**src/rtl/xms_pkg.sv**
```systemverilog
package xms_pkg;
    typedef enum logic [1:0] {
        MODE_OFF   = 2'd0,
        MODE_RS485 = 2'd1,
        MODE_RS422 = 2'd2,
        MODE_RS232 = 2'd3
    } mode_e;

    localparam int NUM_MODES = 4;
    localparam int NUM_XCVR  = NUM_MODES - 1;
    localparam int DATA_W    = 8;

    // local register byte offsets (software-visible layout)
    localparam int OFS_VER = 'h0;
    localparam int OFS_REV = 'h1;
    localparam int OFS_CAP = 'h2;
    localparam int OFS_CTL = 'h4;
endpackage

```
**src/rtl/xms_addr_dec.sv**
```systemverilog
module xms_addr_dec #(
    parameter int ADDR_W    = 8,
    parameter int UART_BASE = 12,
    parameter int REG_SHIFT = 2,
    parameter int IDX_W     = ADDR_W - REG_SHIFT
) (
    input  logic [ADDR_W-1:0] addr,
    output logic              sel_ver,
    output logic              sel_rev,
    output logic              sel_cap,
    output logic              sel_ctl,
    output logic              sel_win,
    output logic [IDX_W-1:0]  index
);
    import xms_pkg::*;

    localparam logic [ADDR_W-1:0] BASE_A = ADDR_W'(UART_BASE);

    logic [ADDR_W-1:0] rel;

    always_comb begin
        sel_win = (addr >= BASE_A);
        sel_ver = !sel_win && (addr == ADDR_W'(OFS_VER));
        sel_rev = !sel_win && (addr == ADDR_W'(OFS_REV));
        sel_cap = !sel_win && (addr == ADDR_W'(OFS_CAP));
        sel_ctl = !sel_win && (addr == ADDR_W'(OFS_CTL));
        rel     = addr - BASE_A;
        index   = sel_win ? IDX_W'(rel >> REG_SHIFT) : '0;
    end
endmodule

```
**src/rtl/xms_mode_fsm.sv**
```systemverilog
module xms_mode_fsm (
    input  logic                     clk,
    input  logic                     rst_n,
    input  logic                     wr_ctl,
    input  logic [1:0]               wr_code,
    input  logic [xms_pkg::NUM_MODES-1:0] cap,
    output xms_pkg::mode_e           state
);
    import xms_pkg::*;

    mode_e req_mode;
    mode_e state_nx;
    logic  allowed;

    always_comb begin
        req_mode = mode_e'(wr_code);
        allowed  = 1'b0;
        unique case (req_mode)
            MODE_OFF:   allowed = 1'b1;
            MODE_RS485: allowed = cap[1];
            MODE_RS422: allowed = cap[2];
            MODE_RS232: allowed = cap[3];
        endcase
        state_nx = (wr_ctl && allowed) ? req_mode : state;
    end

    always_ff @(posedge clk or negedge rst_n) begin
        if (!rst_n) state <= MODE_OFF;
        else        state <= state_nx;
    end


    reject_holds_chk: assert property (@(posedge clk) disable iff (!rst_n)
        (wr_ctl && wr_code != 2'd0 && !cap[wr_code]) |=> $stable(state));

    accept_takes_chk: assert property (@(posedge clk) disable iff (!rst_n)
        (wr_ctl && (wr_code == 2'd0 || cap[wr_code])) |=> (state == $past(wr_code)));

    off_always_chk: assert property (@(posedge clk) disable iff (!rst_n)
        (wr_ctl && wr_code == 2'd0) |=> (state == MODE_OFF));
endmodule

```
**src/rtl/xms_xcvr_dec.sv**
```systemverilog
module xms_xcvr_dec (
    input  logic                         clk,
    input  logic                         rst_n,
    input  xms_pkg::mode_e               mode,
    output logic [xms_pkg::NUM_XCVR-1:0] en
);
    import xms_pkg::*;

    always_comb begin
        en = '0;
        unique case (mode)
            MODE_OFF:   en = '0;
            MODE_RS485: en[0] = 1'b1;
            MODE_RS422: en[1] = 1'b1;
            MODE_RS232: en[2] = 1'b1;
        endcase
    end


    en_onehot_chk: assert property (@(posedge clk) disable iff (!rst_n)
        (mode != MODE_OFF) |-> ($countones(en) == 1));

    en_off_chk: assert property (@(posedge clk) disable iff (!rst_n)
        (mode == MODE_OFF) |-> (en == '0));
endmodule

```
**src/rtl/xms_rd_mux.sv**
```systemverilog
module xms_rd_mux #(
    parameter logic [7:0] VERSION  = 8'h01,
    parameter logic [7:0] REVISION = 8'h00,
    parameter logic [3:0] CAPS     = 4'b1011
) (
    input  logic       clk,
    input  logic       rst_n,
    input  logic       rd_req,
    input  logic       sel_ver,
    input  logic       sel_rev,
    input  logic       sel_cap,
    input  logic       sel_ctl,
    input  logic       sel_win,
    input  logic [1:0] mode_code,
    input  logic [7:0] win_rdata,
    output logic       rsp_valid,
    output logic [7:0] rsp_rdata
);
    logic [7:0] rd_nx;

    always_comb begin
        rd_nx = '0;
        if      (sel_win) rd_nx = win_rdata;
        else if (sel_ver) rd_nx = VERSION;
        else if (sel_rev) rd_nx = REVISION;
        else if (sel_cap) rd_nx = {4'b0, CAPS};
        else if (sel_ctl) rd_nx = {6'b0, mode_code};
    end

    always_ff @(posedge clk or negedge rst_n) begin
        if (!rst_n) begin
            rsp_valid <= 1'b0;
            rsp_rdata <= '0;
        end else begin
            rsp_valid <= rd_req;
            if (rd_req) rsp_rdata <= rd_nx;
        end
    end


    rsp_follows_chk: assert property (@(posedge clk) disable iff (!rst_n)
        rd_req |=> rsp_valid);

    rsp_only_req_chk: assert property (@(posedge clk) disable iff (!rst_n)
        !rd_req |=> !rsp_valid);

    ctl_upper_zero_chk: assert property (@(posedge clk) disable iff (!rst_n)
        (rd_req && sel_ctl) |=> (rsp_rdata[7:2] == 6'b0));
endmodule

```
**src/rtl/xcvr_mode_sel.sv**
```systemverilog
module xcvr_mode_sel #(
    parameter int         ADDR_W    = 8,
    parameter int         UART_BASE = 12,
    parameter int         REG_SHIFT = 2,
    parameter logic [7:0] VERSION   = 8'h01,
    parameter logic [7:0] REVISION  = 8'h03,
    parameter logic [3:0] CAPS      = 4'b1011,
    localparam int        IDX_W     = ADDR_W - REG_SHIFT
) (
    input  logic              clk,
    input  logic              rst_n,
    input  logic              req_valid,
    input  logic              req_write,
    input  logic [ADDR_W-1:0] req_addr,
    input  logic [7:0]        req_wdata,
    output logic              rsp_valid,
    output logic [7:0]        rsp_rdata,
    output logic [1:0]        mode_o,
    output logic [2:0]        xcvr_en,
    output logic              win_sel,
    output logic              win_write,
    output logic [IDX_W-1:0]  win_index,
    output logic [7:0]        win_wdata,
    input  logic [7:0]        win_rdata
);
    import xms_pkg::*;

    logic  sel_ver, sel_rev, sel_cap, sel_ctl, sel_win;
    logic  wr_ctl, rd_req;
    mode_e state;

    xms_addr_dec #(
        .ADDR_W(ADDR_W), .UART_BASE(UART_BASE),
        .REG_SHIFT(REG_SHIFT), .IDX_W(IDX_W)
    ) u_dec (
        .addr(req_addr), .sel_ver(sel_ver), .sel_rev(sel_rev),
        .sel_cap(sel_cap), .sel_ctl(sel_ctl), .sel_win(sel_win),
        .index(win_index)
    );

    assign wr_ctl = req_valid && req_write && sel_ctl;
    assign rd_req = req_valid && !req_write;

    xms_mode_fsm u_fsm (
        .clk(clk), .rst_n(rst_n), .wr_ctl(wr_ctl),
        .wr_code(req_wdata[1:0]), .cap(CAPS), .state(state)
    );

    xms_xcvr_dec u_xdec (
        .clk(clk), .rst_n(rst_n), .mode(state), .en(xcvr_en)
    );

    xms_rd_mux #(
        .VERSION(VERSION), .REVISION(REVISION), .CAPS(CAPS)
    ) u_rd (
        .clk(clk), .rst_n(rst_n), .rd_req(rd_req),
        .sel_ver(sel_ver), .sel_rev(sel_rev), .sel_cap(sel_cap),
        .sel_ctl(sel_ctl), .sel_win(sel_win), .mode_code(state),
        .win_rdata(win_rdata), .rsp_valid(rsp_valid), .rsp_rdata(rsp_rdata)
    );

    assign mode_o    = state;
    assign win_sel   = req_valid && sel_win;
    assign win_write = win_sel && req_write;
    assign win_wdata = req_wdata;


    win_no_mode_chk: assert property (@(posedge clk) disable iff (!rst_n)
        win_sel |=> $stable(mode_o));

    win_excl_chk: assert property (@(posedge clk) disable iff (!rst_n)
        win_sel |-> !wr_ctl);
endmodule

```
**config.mk**
```make
export PLATFORM = sky130hd
export DESIGN_NAME = xcvr_mode_sel
export DESIGN_NICKNAME = d
export VERILOG_FILES = /design/src/rtl/xms_pkg.sv /design/src/rtl/xms_addr_dec.sv /design/src/rtl/xms_mode_fsm.sv /design/src/rtl/xms_xcvr_dec.sv /design/src/rtl/xms_rd_mux.sv /design/src/rtl/xcvr_mode_sel.sv
export SDC_FILE = /design/constraint.sdc
export NUM_CORES = 1
export LEC_CHECK = 0
export ABC_AREA = 0
export BUFFER_PORTS_ARGS = -buffer_cell sky130_fd_sc_hd__buf_2
export CORE_AREA = 2 2 48 50
export CTS_CLUSTER_DIAMETER = 30
export DETAILED_ROUTE_END_ITERATION = 8
export DIE_AREA = 0 0 50 52
export PLACE_DENSITY = 0.77
export REMOVE_ABC_BUFFERS = 1
export SYNTH_ARGS = -nofsm -noshare
export SYNTH_HDL_FRONTEND = slang
export SYNTH_HIERARCHICAL = 1
export SYNTH_SLANG_ARGS = --single-unit
```
**constraint.sdc**
```tcl
create_clock -name clk -period 2.54 [get_ports clk]
set_input_delay 0.127 -clock clk [delete_from_list [all_inputs] [get_ports clk]]
set_output_delay 0.127 -clock clk [all_outputs]
set_load 0.02 [all_outputs]
```
==> summary.txt <==
Clock tree
  • CTS tree: yes
  • CTS resizes: 0
  • CTS H-tree depth: 1
  • Worst skew pair latency: 260 ps
  • Clock sink count: 11
  • Clk buf depth: 2
  • CTS clk-pin slew, worst paths: 60 ps
  • Setup bufs post-CTS: 0
  • Clk root buf: clkbuf_4
  • Total CTS buffers: 3

Synthesis
  • Post-synthesis mux area share: 0.03493
  • Mean Syn Cell Area: 8.683 sq um
  • Top-count cell post-synth: dfrtp_1
  • Synth unique cells: 36
  • Synth area leader: dfrtp_1
  • Synth Register Bits: 11
  • Post-synthesis cell area: 859.6 sq um
  • Top cells by count, synth: dfrtp_1, inv_1, buf_4, o21ai_0, nor2_1
  • Main combinational cell family by area after synthesis: simple AND/OR/NAND/NOR gates
  • EDFF count, synth: 0
  • Post-Synthesis Cells: 99
  • Synth Area in Compound Gates: 0.1412
  • Synth Area in Simple Gates: 0.2722
  • Area contributors post-synth: dfrtp_1, buf_4, ha_1
  • Post-synthesis sequential area ratio: 0.3202
  • Adder-cell share of the synthesized area: 0.05822
  • Syn. warnings: 6
  • Ys async rst share: 1.000
  • Prevailing post-synth register cell: dfrtp_1
  • Yosys top cell area share: 0.3202
  • Synth Area in XOR/XNOR: 0.03057

Place
  • Area post-placement: 1061 sq um
  • Detailed Place HPWL: 1530 um
  • Port-buffer cells: 45
  • Final GP Congestion: 0.7358

Drt
  • Final ANT Viol Nets: 0
  • DRT Wirelength: 1876 um
  • Drt initial violations: 11
  • First-pass detailed-route iteration total: 3
  • Vias: 809
  • Drc violations: 0
  • Wirelength per Cell: 10.97 um
  • Number of vias per cell: 4.731

STA
  • Maximum clock rate: 536.9 MHz
  • Hold Vio Cnt, Final: 0
  • Fin Clk Skew: 2.122 ps
  • Min cycle time layout: 1862 ps
  • Endpoints failing setup: 0
  • Max-slew violation count: 0
  • Measured slew at the worst slew-check pin: 550.0 ps
  • Final Cycle Share: 0.7333
  • Setup TNS: 0 ps
  • RSZ-0062 raised after global routing: no
  • Max_slew headroom: 0.6300

Cells and area
  • Final nets: 176
  • Area of the multi-input gates: 484.2 sq um
  • Filler cells: 199
  • Number of diodes: 0
  • Sequential cell area: 275.3 sq um
  • Area Growth Syn to Fin: 27.66%
  • Fin area: 1097 sq um
  • Share of cells above drive strength 1: 0.4056

Power
  • Worst ir drop on vdd: 0.2427 mV
  • Switch Pwr: 0.1542 mW
  • Sw frac: 0.3302
  • Seq pwr share: 0.432
  • Power per cell area: 425.7 nW/um^2
  • Clk pwr share: 0.241
  • Leak: 0.5636 nW
  • Combinational share of power: 0.327
  • Internal Power: 0.3128 mW

Global routing
  • Total global routing overflow: 0
  • Antenna violations before repair: 0
  • First-pass GRT wire length: 3229 um
  • GRT Util Overall: 0.1599
  • Number of global-route vias before repair: 770
  • Largest net degree at the start of global routing: 19

Setup path
  • Setup crit end kind: output pin
  • Startpoint types: input port
  • Max FO, Critical Path: 13
  • Arrival time of the worst setup path: 1740 ps
  • WS Path Type: in2out
  • Worst EP required: 2410 ps

Run
  • Max Cap Violations: 0

Die
  • Top Ports: 58
  • Chip width: 50 um
  • Starting Density: 0.4082
  • Placement row count: 17
  • Core area: 2106 sq um
  • Die ar.: 2600 sq um
  • Die Height: 52 um

Worst hold path
  • Hold Path Class: in2reg

Status
  • Outcome: finished, final reports clean
## stage by stage
step	util	total power, mW	worst slack (ps)	cells	hold WS, ps
floorplan	-	0.2888	730.5	92	-168.6
global placement	0.5039	0.3539	562.2	166	0.9718
detailed placement	0.5039	0.3571	449.2	166	0.6815
CTS	0.5211	0.4735	666.0	171	95.00
global route	0.5211	0.4967	505.1	171	120.4
finish	0.5211	0.4671	677.5	171	105.4
## final cells by class
type,count,share of cell area
multi-input combinational,72,0.4413
sequential,11,0.2509
timing repair buffer,47,0.2212
tap,28,0.03193
inverter,9,0.03079
clock buffer,4,0.02395
## state kept, by name, indices dropped and copies added, names as in the netlist
register	flops
u_rd/rsp_valid	1
u_fsm/state	2
u_rd/rsp_rdata	8
## per-layer routing
| layer | global-route usage | up-vias | share of wire |
|---|---|---|---|
| li1 | - | 412 | - |
| met1 | 0.1900 | 355 | 0.43 |
| met2 | 0.2741 | 42 | 0.49 |
| met3 | 0.03736 | 0 | 0.082 |
| met4 | 0.06944 | 0 | 0 |
| met5 | 0 | - | 0 |
## cells by family after synthesis
family | Yosys count
flops | 11
fa+ha+maj | 4
xor+xnor | 3
buf+inv | 20
other cells | 2
compound gates | 19
simple gates | 37
mux | 3
## path summary, 6_finish.rpt
kind	to	slack, ps	from	cells after the start
setup / recovery	win_write	680	req_addr[2]	8
min in group asynchronous	u_rd/rsp_rdata[7]	250	rst_n	2
hold / removal	u_rd/rsp_rdata[7]	110	win_rdata[7]	3
hold reg to reg	u_rd/rsp_rdata[1]	510	u_rd/rsp_rdata[1]	1
setup reg to reg	u_rd/rsp_rdata[1]	1460	u_fsm/state[1]	3
max in group asynchronous	u_rd/rsp_rdata[6]	2090	rst_n	2
## worst max-delay path, cell delays in order
cell	delay, ps
buf_2	150
ha_1	240
nor3b_1	300
nor4_2	80
buf_4	160
inv_1	290
and3_2	230
buf_2	150
## power groups by stage
stage                     combinational, mW  sequential (mW)  clock [mW]
final                                 0.153            0.202       0.112
after global routing                  0.169            0.204       0.124
after global placement                0.150            0.204           0
after detailed placement              0.152            0.205           0
after CTS                             0.154            0.202       0.118
after floorplan                      0.0601            0.229           0
## cells in the final DEF, fill, tap and decap left out, drive strengths merged, types with 3 or more instances in the layout
master  instances
ha              4
o21ai           9
buf            46
nand2           4
mux2i           3
clkbuf          4
dfrtp          11
and3            3
nor2            6
nor2b           4
nor3b           3
a21oi           3
inv             9
conb            6
nor4            3
nand3           5
## timing repair
item                                   in CTS  in global routing
hold buffers                                1                  0
endpoints found under the hold margin      11                  0
setup endpoints to repair                   0                  0
No activity file was read; power rests on OpenSTA's default activity.
